[src/rtl/dvt_pkg.sv]
package dvt_pkg;

  typedef enum logic [1:0] {
    SEG_SYNC  = 2'd0,
    SEG_BACK  = 2'd1,
    SEG_ACT   = 2'd2,
    SEG_FRONT = 2'd3
  } seg_e;

  localparam logic [1:0] STYLE_PULSE = 2'd0;

  // register word addresses
  localparam int REG_CTRL   = 0;
  localparam int REG_HSYNC  = 1;  // 1..3: hsync, hback, line total
  localparam int REG_PIXELS = 4;
  localparam int REG_VSYNC  = 5;  // 5..8: vsync, vback, vactive, vfront

  // control word fields
  localparam int CTRL_RUN      = 0;
  localparam int CTRL_CMD      = 1;
  localparam int CTRL_STYLE_LO = 2;
  localparam int CTRL_LP_LO    = 4;
  localparam int LP_MASK_W     = 6;
  localparam int CTRL_W        = CTRL_LP_LO + LP_MASK_W;

  localparam int N_HREG = 3;
  localparam int N_VREG = 4;

endpackage

[src/rtl/dvt_regs.sv]
module dvt_regs
  import dvt_pkg::*;
#(
  parameter int ADDR_W = 4,
  parameter int DATA_W = 32,
  parameter int HW     = 16,
  parameter int VW     = 12,
  parameter int PIX_W  = 14
) (
  input  logic                 clk,
  input  logic                 rst_n,
  input  logic                 we,
  input  logic [ADDR_W-1:0]    addr,
  input  logic [DATA_W-1:0]    wdata,
  input  logic                 load,
  output logic                 run_req,
  output logic                 cmd_sel,
  output logic [1:0]           sh_style,
  output logic [LP_MASK_W-1:0] sh_lp,
  output logic [HW-1:0]        sh_hsa,
  output logic [HW-1:0]        sh_hbp,
  output logic [HW-1:0]        sh_hline,
  output logic [PIX_W-1:0]     sh_pix,
  output logic [VW-1:0]        sh_vsa,
  output logic [VW-1:0]        sh_vbp,
  output logic [VW-1:0]        sh_vact,
  output logic [VW-1:0]        sh_vfp
);

  logic [CTRL_W-1:0] lv_ctrl;
  logic [PIX_W-1:0]  lv_pix;
  logic [HW-1:0]     lv_h [N_HREG];
  logic [VW-1:0]     lv_v [N_VREG];

  logic [1:0]           sh_style_q;
  logic [LP_MASK_W-1:0] sh_lp_q;
  logic [PIX_W-1:0]     sh_pix_q;
  logic [HW-1:0]        sh_h [N_HREG];
  logic [VW-1:0]        sh_v [N_VREG];

  wire unused_wdata = ^wdata;

  // live bank: written by the configuration port
  always_ff @(posedge clk or negedge rst_n) begin
    if (!rst_n) begin
      lv_ctrl <= '0;
      lv_pix  <= '0;
      for (int i = 0; i < N_HREG; i++) lv_h[i] <= '0;
      for (int i = 0; i < N_VREG; i++) lv_v[i] <= '0;
    end else if (we) begin
      if (addr == ADDR_W'(REG_CTRL))   lv_ctrl <= wdata[CTRL_W-1:0];
      if (addr == ADDR_W'(REG_PIXELS)) lv_pix  <= wdata[PIX_W-1:0];
      for (int i = 0; i < N_HREG; i++)
        if (addr == ADDR_W'(REG_HSYNC + i)) lv_h[i] <= wdata[HW-1:0];
      for (int i = 0; i < N_VREG; i++)
        if (addr == ADDR_W'(REG_VSYNC + i)) lv_v[i] <= wdata[VW-1:0];
    end
  end

  // shadow bank: copied only at a frame boundary or while idle
  always_ff @(posedge clk or negedge rst_n) begin
    if (!rst_n) begin
      sh_style_q <= '0;
      sh_lp_q    <= '0;
      sh_pix_q   <= '0;
      for (int i = 0; i < N_HREG; i++) sh_h[i] <= '0;
      for (int i = 0; i < N_VREG; i++) sh_v[i] <= '0;
    end else if (load) begin
      sh_style_q <= lv_ctrl[CTRL_STYLE_LO +: 2];
      sh_lp_q    <= lv_ctrl[CTRL_LP_LO +: LP_MASK_W];
      sh_pix_q   <= lv_pix;
      for (int i = 0; i < N_HREG; i++) sh_h[i] <= lv_h[i];
      for (int i = 0; i < N_VREG; i++) sh_v[i] <= lv_v[i];
    end
  end

  assign run_req  = lv_ctrl[CTRL_RUN];
  assign cmd_sel  = lv_ctrl[CTRL_CMD];
  assign sh_style = sh_style_q;
  assign sh_lp    = sh_lp_q;
  assign sh_pix   = sh_pix_q;
  assign sh_hsa   = sh_h[0];
  assign sh_hbp   = sh_h[1];
  assign sh_hline = sh_h[2];
  assign sh_vsa   = sh_v[0];
  assign sh_vbp   = sh_v[1];
  assign sh_vact  = sh_v[2];
  assign sh_vfp   = sh_v[3];

endmodule

[src/rtl/dvt_span_cnt.sv]
module dvt_span_cnt #(
  parameter int W = 18
) (
  input  logic         clk,
  input  logic         rst_n,
  input  logic         clr,
  input  logic         adv,
  input  logic [W-1:0] len,
  output logic [W-1:0] cnt,
  output logic         last
);

  assign last = (cnt >= len - W'(1));

  always_ff @(posedge clk or negedge rst_n) begin
    if (!rst_n)   cnt <= '0;
    else if (clr) cnt <= '0;
    else if (adv) cnt <= last ? '0 : cnt + W'(1);
  end

  // the position never reaches the span length
  a_r3_cnt_below_len: assert property (@(posedge clk) disable iff (!rst_n)
    cnt < len);

endmodule

[src/rtl/dvt_region.sv]
module dvt_region
  import dvt_pkg::*;
#(
  parameter int W = 18
) (
  input  logic [W-1:0] pos,
  input  logic [W-1:0] end_sync,
  input  logic [W-1:0] end_back,
  input  logic [W-1:0] end_act,
  output seg_e         seg
);

  always_comb begin
    if (pos < end_sync)      seg = SEG_SYNC;
    else if (pos < end_back) seg = SEG_BACK;
    else if (pos < end_act)  seg = SEG_ACT;
    else                     seg = SEG_FRONT;
  end

endmodule

[src/rtl/dsi_video_timer.sv]
module dsi_video_timer
  import dvt_pkg::*;
#(
  parameter int ADDR_W      = 4,
  parameter int DATA_W      = 32,
  parameter int HW          = 16,
  parameter int VW          = 12,
  parameter int PIX_W       = 14,
  parameter int BURST_SHIFT = 1
) (
  input  logic              clk,
  input  logic              rst_n,
  input  logic              cfg_we,
  input  logic [ADDR_W-1:0] cfg_addr,
  input  logic [DATA_W-1:0] cfg_wdata,
  output logic              sync_start,
  output logic              sync_end,
  output logic              vsync_line,
  output logic              blank,
  output logic              act,
  output logic              eol,
  output logic              eof,
  output logic              lp_ok
);

  localparam int LW = HW + 2;  // line position width
  localparam int FW = VW + 2;  // frame line width

  // ---------------- arithmetic ----------------
  function automatic logic [LW-1:0] active_cycles(input logic [PIX_W-1:0] pix,
                                                  input logic burst);
    logic [LW-1:0] p;
    p = LW'(pix);
    if (!burst) return p;
    return (p + LW'((1 << BURST_SHIFT) - 1)) >> BURST_SHIFT;
  endfunction

  function automatic logic [LW-1:0] line_cycles(input logic [LW-1:0] used,
                                                input logic [HW-1:0] total);
    logic [LW-1:0] t;
    t = LW'(total);
    if (t < used) t = used;
    if (t == '0)  t = LW'(1);
    return t;
  endfunction

  function automatic logic [FW-1:0] frame_lines(input logic [FW-1:0] sum);
    return (sum == '0) ? FW'(1) : sum;
  endfunction

  // ---------------- configuration ----------------
  logic                 run_req, cmd_sel, load_cfg;
  logic [1:0]           sh_style;
  logic [LP_MASK_W-1:0] sh_lp;
  logic [HW-1:0]        sh_hsa, sh_hbp, sh_hline;
  logic [PIX_W-1:0]     sh_pix;
  logic [VW-1:0]        sh_vsa, sh_vbp, sh_vact, sh_vfp;

  dvt_regs #(
    .ADDR_W(ADDR_W), .DATA_W(DATA_W), .HW(HW), .VW(VW), .PIX_W(PIX_W)
  ) u_regs (
    .clk(clk), .rst_n(rst_n), .we(cfg_we), .addr(cfg_addr), .wdata(cfg_wdata),
    .load(load_cfg), .run_req(run_req), .cmd_sel(cmd_sel),
    .sh_style(sh_style), .sh_lp(sh_lp),
    .sh_hsa(sh_hsa), .sh_hbp(sh_hbp), .sh_hline(sh_hline), .sh_pix(sh_pix),
    .sh_vsa(sh_vsa), .sh_vbp(sh_vbp), .sh_vact(sh_vact), .sh_vfp(sh_vfp)
  );

  // ---------------- start-up sequencer ----------------
  logic go, armed, running, video_on;
  assign go = run_req & ~cmd_sel;

  always_ff @(posedge clk or negedge rst_n) begin
    if (!rst_n) begin
      armed   <= 1'b0;
      running <= 1'b0;
    end else begin
      armed   <= go;
      running <= go & armed;
    end
  end

  assign video_on = running & go;

  // ---------------- derived spans (named for assertions) ----------------
  logic pulse_style, burst_style;
  assign pulse_style = (sh_style == STYLE_PULSE);
  assign burst_style = sh_style[1];

  logic [LW-1:0] act_len, h_end_sync, h_end_back, h_end_act, line_len;
  logic [FW-1:0] v_end_sync, v_end_back, v_end_act, frame_len;

  assign act_len    = active_cycles(sh_pix, burst_style);
  assign h_end_sync = LW'(sh_hsa);
  assign h_end_back = h_end_sync + LW'(sh_hbp);
  assign h_end_act  = h_end_back + act_len;
  assign line_len   = line_cycles(h_end_act, sh_hline);

  assign v_end_sync = FW'(sh_vsa);
  assign v_end_back = v_end_sync + FW'(sh_vbp);
  assign v_end_act  = v_end_back + FW'(sh_vact);
  assign frame_len  = frame_lines(v_end_act + FW'(sh_vfp));

  // ---------------- position counters ----------------
  logic [LW-1:0] h_pos;
  logic [FW-1:0] v_pos;
  logic          h_last, v_last, frame_end;

  dvt_span_cnt #(.W(LW)) u_hcnt (
    .clk(clk), .rst_n(rst_n), .clr(~video_on), .adv(1'b1),
    .len(line_len), .cnt(h_pos), .last(h_last)
  );

  dvt_span_cnt #(.W(FW)) u_vcnt (
    .clk(clk), .rst_n(rst_n), .clr(~video_on), .adv(h_last),
    .len(frame_len), .cnt(v_pos), .last(v_last)
  );

  assign frame_end = video_on & h_last & v_last;
  assign load_cfg  = ~running | frame_end;

  seg_e h_seg, v_seg;

  dvt_region #(.W(LW)) u_hreg (
    .pos(h_pos), .end_sync(h_end_sync), .end_back(h_end_back),
    .end_act(h_end_act), .seg(h_seg)
  );

  dvt_region #(.W(FW)) u_vreg (
    .pos(v_pos), .end_sync(v_end_sync), .end_back(v_end_back),
    .end_act(v_end_act), .seg(v_seg)
  );

  // ---------------- strobes ----------------
  logic in_act, lp_sel;
  assign in_act = (v_seg == SEG_ACT) && (h_seg == SEG_ACT);

  always_comb begin
    lp_sel = 1'b0;
    if (h_seg == SEG_SYNC) begin
      lp_sel = ~pulse_style & sh_lp[5];
    end else if (!in_act) begin
      case (v_seg)
        SEG_SYNC:  lp_sel = sh_lp[0];
        SEG_BACK:  lp_sel = sh_lp[1];
        SEG_FRONT: lp_sel = sh_lp[2];
        default: begin
          if (h_seg == SEG_BACK)       lp_sel = sh_lp[3];
          else if (h_seg == SEG_FRONT) lp_sel = sh_lp[4];
        end
      endcase
    end
  end

  assign sync_start = video_on & (h_pos == '0);
  assign sync_end   = video_on & pulse_style & (h_pos == h_end_sync);
  assign vsync_line = video_on & (v_seg == SEG_SYNC);
  assign act        = video_on & in_act;
  assign blank      = video_on & ~in_act;
  assign eol        = video_on & h_last;
  assign eof        = frame_end;
  assign lp_ok      = video_on & lp_sel;

  // ---------------- assertions ----------------
  // a frame ends only on a line end
  a_r5_eof_on_eol: assert property (@(posedge clk) disable iff (!rst_n)
    eof |-> eol);

  // every line end is followed by a line start while running
  a_r3_eol_then_start: assert property (@(posedge clk) disable iff (!rst_n)
    eol |=> (sync_start || !video_on));

  // the clamped front porch is never negative
  a_r4_porch_fits: assert property (@(posedge clk) disable iff (!rst_n)
    video_on |-> (h_end_act <= line_len));

  // low power is never allowed in the active window
  a_r9_lp_not_active: assert property (@(posedge clk) disable iff (!rst_n)
    act |-> !lp_ok);

  // frozen spans do not move inside a frame
  a_r10_cfg_frozen: assert property (@(posedge clk) disable iff (!rst_n)
    (running && !frame_end) |=> ($stable(line_len) && $stable(frame_len)));

  // nothing is emitted while stopped or in command mode
  a_r2_idle_quiet: assert property (@(posedge clk) disable iff (!rst_n)
    !go |-> !(sync_start | sync_end | vsync_line | blank | act | eol | eof | lp_ok));

endmodule

[config.mk]
export PLATFORM = sky130hd
export DESIGN_NAME = dsi_video_timer
export DESIGN_NICKNAME = d
export VERILOG_FILES = /design/src/rtl/dvt_pkg.sv /design/src/rtl/dvt_regs.sv /design/src/rtl/dvt_span_cnt.sv /design/src/rtl/dvt_region.sv /design/src/rtl/dsi_video_timer.sv
export SDC_FILE = /design/constraint.sdc
export NUM_CORES = 1
export LEC_CHECK = 0
export BUFFER_PORTS_ARGS = -buffer_cell sky130_fd_sc_hd__buf_2
export CAP_MARGIN = 20
export CORE_ASPECT_RATIO = 1.5
export CORE_MARGIN = 2
export CORE_UTILIZATION = 30
export DETAILED_ROUTE_END_ITERATION = 12
export HOLD_SLACK_MARGIN = 0.02
export SLEW_MARGIN = 20
export SYNTH_ARGS = -nofsm -noshare
export SYNTH_HDL_FRONTEND = slang
export SYNTH_SLANG_ARGS = --single-unit
[constraint.sdc]
create_clock -name clk -period 12.7 [get_ports clk]
set_clock_uncertainty 0.05 [all_clocks]
set_input_delay 3.175 -clock clk [delete_from_list [all_inputs] [get_ports clk]]
set_output_delay 3.175 -clock clk [all_outputs]
set_load 0.1 [all_outputs]
==> impl_metrics.yaml <==
run_status:
  status: "complete, no violations"
yosys:
  synth_fp_nets: 1956
  seq_area_frac_synth: 0.3721
  synth_xor_area_frac: 0.04864
  syn_inst: 1718
  synth_compound_area_frac: 0.1452
  synth_seq_cells: 272
  syn_avg_cell_area_um2: 10.65
  synthArstFlopShare: 1.000
  synth.distinct_cells: 102
  synth_top_family_by_area: "multiplexers"
  synth_edf_count: 0
  synthMuxAreaShare: 0.1534
  synthAdderAreaFrac: 0.1404
  syn_area_um2: 18290
  synth_simple_gate_area_frac: 0.1068
  ys_warn_count: 0
  synth_flop_cell: "dfrtp_1"
worst_setup_path:
  endpoint: "eof"
  timing.rr.end: "u_regs.sh_hline[15]"
  worst-r2r-setup-slack_ns: 2.89
  critPathTopFamily: "compound AO/OA/AOI/OAI gates"
  r2r-start: "u_regs.sh_vsa[0]"
  worstSetupPathType: "flip-flop to output port"
  crit_arrival_ns: 9.04
  crit_path_start_kind: "flip-flop"
  critPathBufInv: 6
  path_depth: 40
  cpPeakStageDelay_ns: 0.58
  cp_max_fo: 5
  crit_top_cell: "ha_1"
  cp-end-kind: "output port"
  crit_start: "u_regs.sh_hsa[0]"
  reg2reg_depth: 39
  worstPathRequired_ns: 9.47
  crit_slowest_cell: "or4_1"
drt:
  drt_pre_antenna_iters: 7
  drc_errors: 0
  num_vias: 13410
  wl_per_cell_um: 19.32
  drt-initial-drc-count: 525
  finalWirelength_um: 49730
  avgViaCountPerCell: 5.210
  ant_nets: 0
cts:
  clk_pin_slew_ns: 0.06
  numCtsBuffers: 29
  root_buffer: "clkbuf_16"
  clock_sinks: 272
  cts_tree: "built"
  clk_path_buf_depth: 3
  clk_latency_ns: 0.58
  htree_levels: 1
die:
  core_area_um2: 60150
  ios: 47
  initial_core_util: 0.3041
  die_y_um: 306.4
  die_area_um2: 63000
  die_x_um: 205.6
  num_rows: 110
cells_and_area:
  drive_gt1_frac: 0.2331
  fill_cells: 6016
  layout.nets: 2010
  fin_util: 0.3411
  syn2layout_area_growth_pct: 12.18
place:
  place_congestion: 0.8745
  portBuffers: 30
  hpwl_um: 38230
hold_path:
  hold_path_class: "flip-flop to flip-flop"
timing:
  post-route-period-util: 0.9654
  fmax_ghz: 0.08156
  setup_violations: 0
  slew_viol_final: 0
  hold_viol_final: 0
  slew_headroom: 0.3215
  worstMarginPinSlew_ns: 1.018
  min_period_ns: 12.26
flow_run:
  drv_cap: 0
global_routing:
  grt_remaining_overflow: 0
  grt_max_degree: 125
  grt_pass1_wl_um: 78040
  grt_pass1_vias: 14290
  grt_usage: 0.1590
  antenna_found_initial: 0
-- flip-flops by register name, summed over array words and instances, names as in the netlist, 14 cells and up --
signal           count
u_regs.sh_hline     16
u_regs.sh_pix       14
u_regs.sh_hbp       16
u_vcnt.cnt          14
u_regs.lv_v         48
u_regs.sh_hsa       16
u_hcnt.cnt          18
u_regs.lv_pix       14
u_regs.lv_h         48
-- layout by cell type (no fill, tap or decap), drive strengths merged, types with 6 or more instances in the layout --
cell type,count
clkinv,8
and3,19
o211ai,13
a211oi,11
buf,63
or2,9
nand2,61
o21ai,54
nand4,19
and2,10
a2111oi,7
o21a,15
o31ai,8
or3,6
a21oi,80
nor2b,14
nor3,30
a31oi,22
nor4,14
xnor2,61
mux2i,8
ha,194
nand3b,10
xor2,38
clkbuf,36
nand2b,22
o21bai,16
inv,118
dfrtp,272
a21o,70
mux2,241
nand3,43
nor2,92
nor3b,7
-- how the worst min path moves through the flow --
stage                     depth (start not counted)               from      end  slack (ns)
final                                             1              armed  running        0.42
after global routing                              1              armed  running        0.43
after CTS                                         1  u_regs.lv_ctrl[1]    armed        0.42
after detailed placement                          1              armed  running        0.40
after global placement                            1              armed  running        0.39
after floorplan                                   1  u_regs.lv_ctrl[1]    armed        0.37
-- cell usage after synthesis (all sizes together), types with 16 or more instances --
master / instances / area share
nor3: 30 / 0.0082
a21o: 70 / 0.029
mux2: 241 / 0.15
and3: 19 / 0.0065
a31oi: 22 / 0.0079
nor2: 92 / 0.019
nand2: 61 / 0.013
nand3: 43 / 0.012
nand4: 19 / 0.0068
inv: 115 / 0.024
clkbuf: 32 / 0.0066
o21ai: 54 / 0.016
xnor2: 61 / 0.030
a21oi: 80 / 0.023
dfrtp: 272 / 0.37
nand2b: 22 / 0.0075
xor2: 38 / 0.019
ha: 194 / 0.13
o21bai: 16 / 0.0066
-- cells by family (layout without fill, tap and decap cells) --
group           Yosys count  in the layout
compound gates          368            368
simple gates            371            371
fa+ha+maj               203            203
xor+xnor                 99             99
mux                     249            249
flops                   272            272
other cells               0              1
buf+inv                 156            227
-- per-layer routing --
metal  up-vias  wire length (um)  track usage
met3       104              1068      0.01254
met2       209             26830       0.3052
met5         -                 0            0
met1      6689             19040       0.1681
met4         0              2787      0.08784
li1       6409                 -            -
-- area by class of cell --
| type | instances | area, um2 | area share |
|---|---|---|---|
| Antenna cell | 1 | 2.502 | 0.0001220 |
| Clock buffer | 36 | 772.0 | 0.03762 |
| Clock inverter | 12 | 101.3 | 0.004939 |
| Inverter | 116 | 435.4 | 0.02122 |
| Multi-Input combinational cell | 1290 | 11000 | 0.5363 |
| Sequential cell | 272 | 6807 | 0.3317 |
| Tap cell | 784 | 980.9 | 0.04781 |
| Timing Repair Buffer | 63 | 416.7 | 0.02031 |
-- metrics by stage --
stage	hold slack (ns)	std cells	setup TNS [ns]	setup WS [ns]	instance area [um2]
floorplan	0.3718	1718	0	0.8893	18290
global placement	0.3916	2521	0	0.5001	19500
detailed placement	0.4002	2521	0	0.4724	19500
CTS	0.4166	2570	0	0.02359	20410
global route	0.4303	2573	-0.1753	-0.1287	20520
finish	0.4163	2574	0	0.4391	20520
-- what timing repair did --
| item | in CTS | in global routing |
|---|---|---|
| hold buffers | 0 | 0 |
| setup endpoints to repair | 2 | 2 |
| pin swaps | 1 | 5 |
| setup buffers | 1 | 3 |
| gates resized for setup | 5 | 23 |
Power is left out: the tool's default activity adds up to more than one toggle a clock period on the data nets, which glitch-free logic cannot reach.
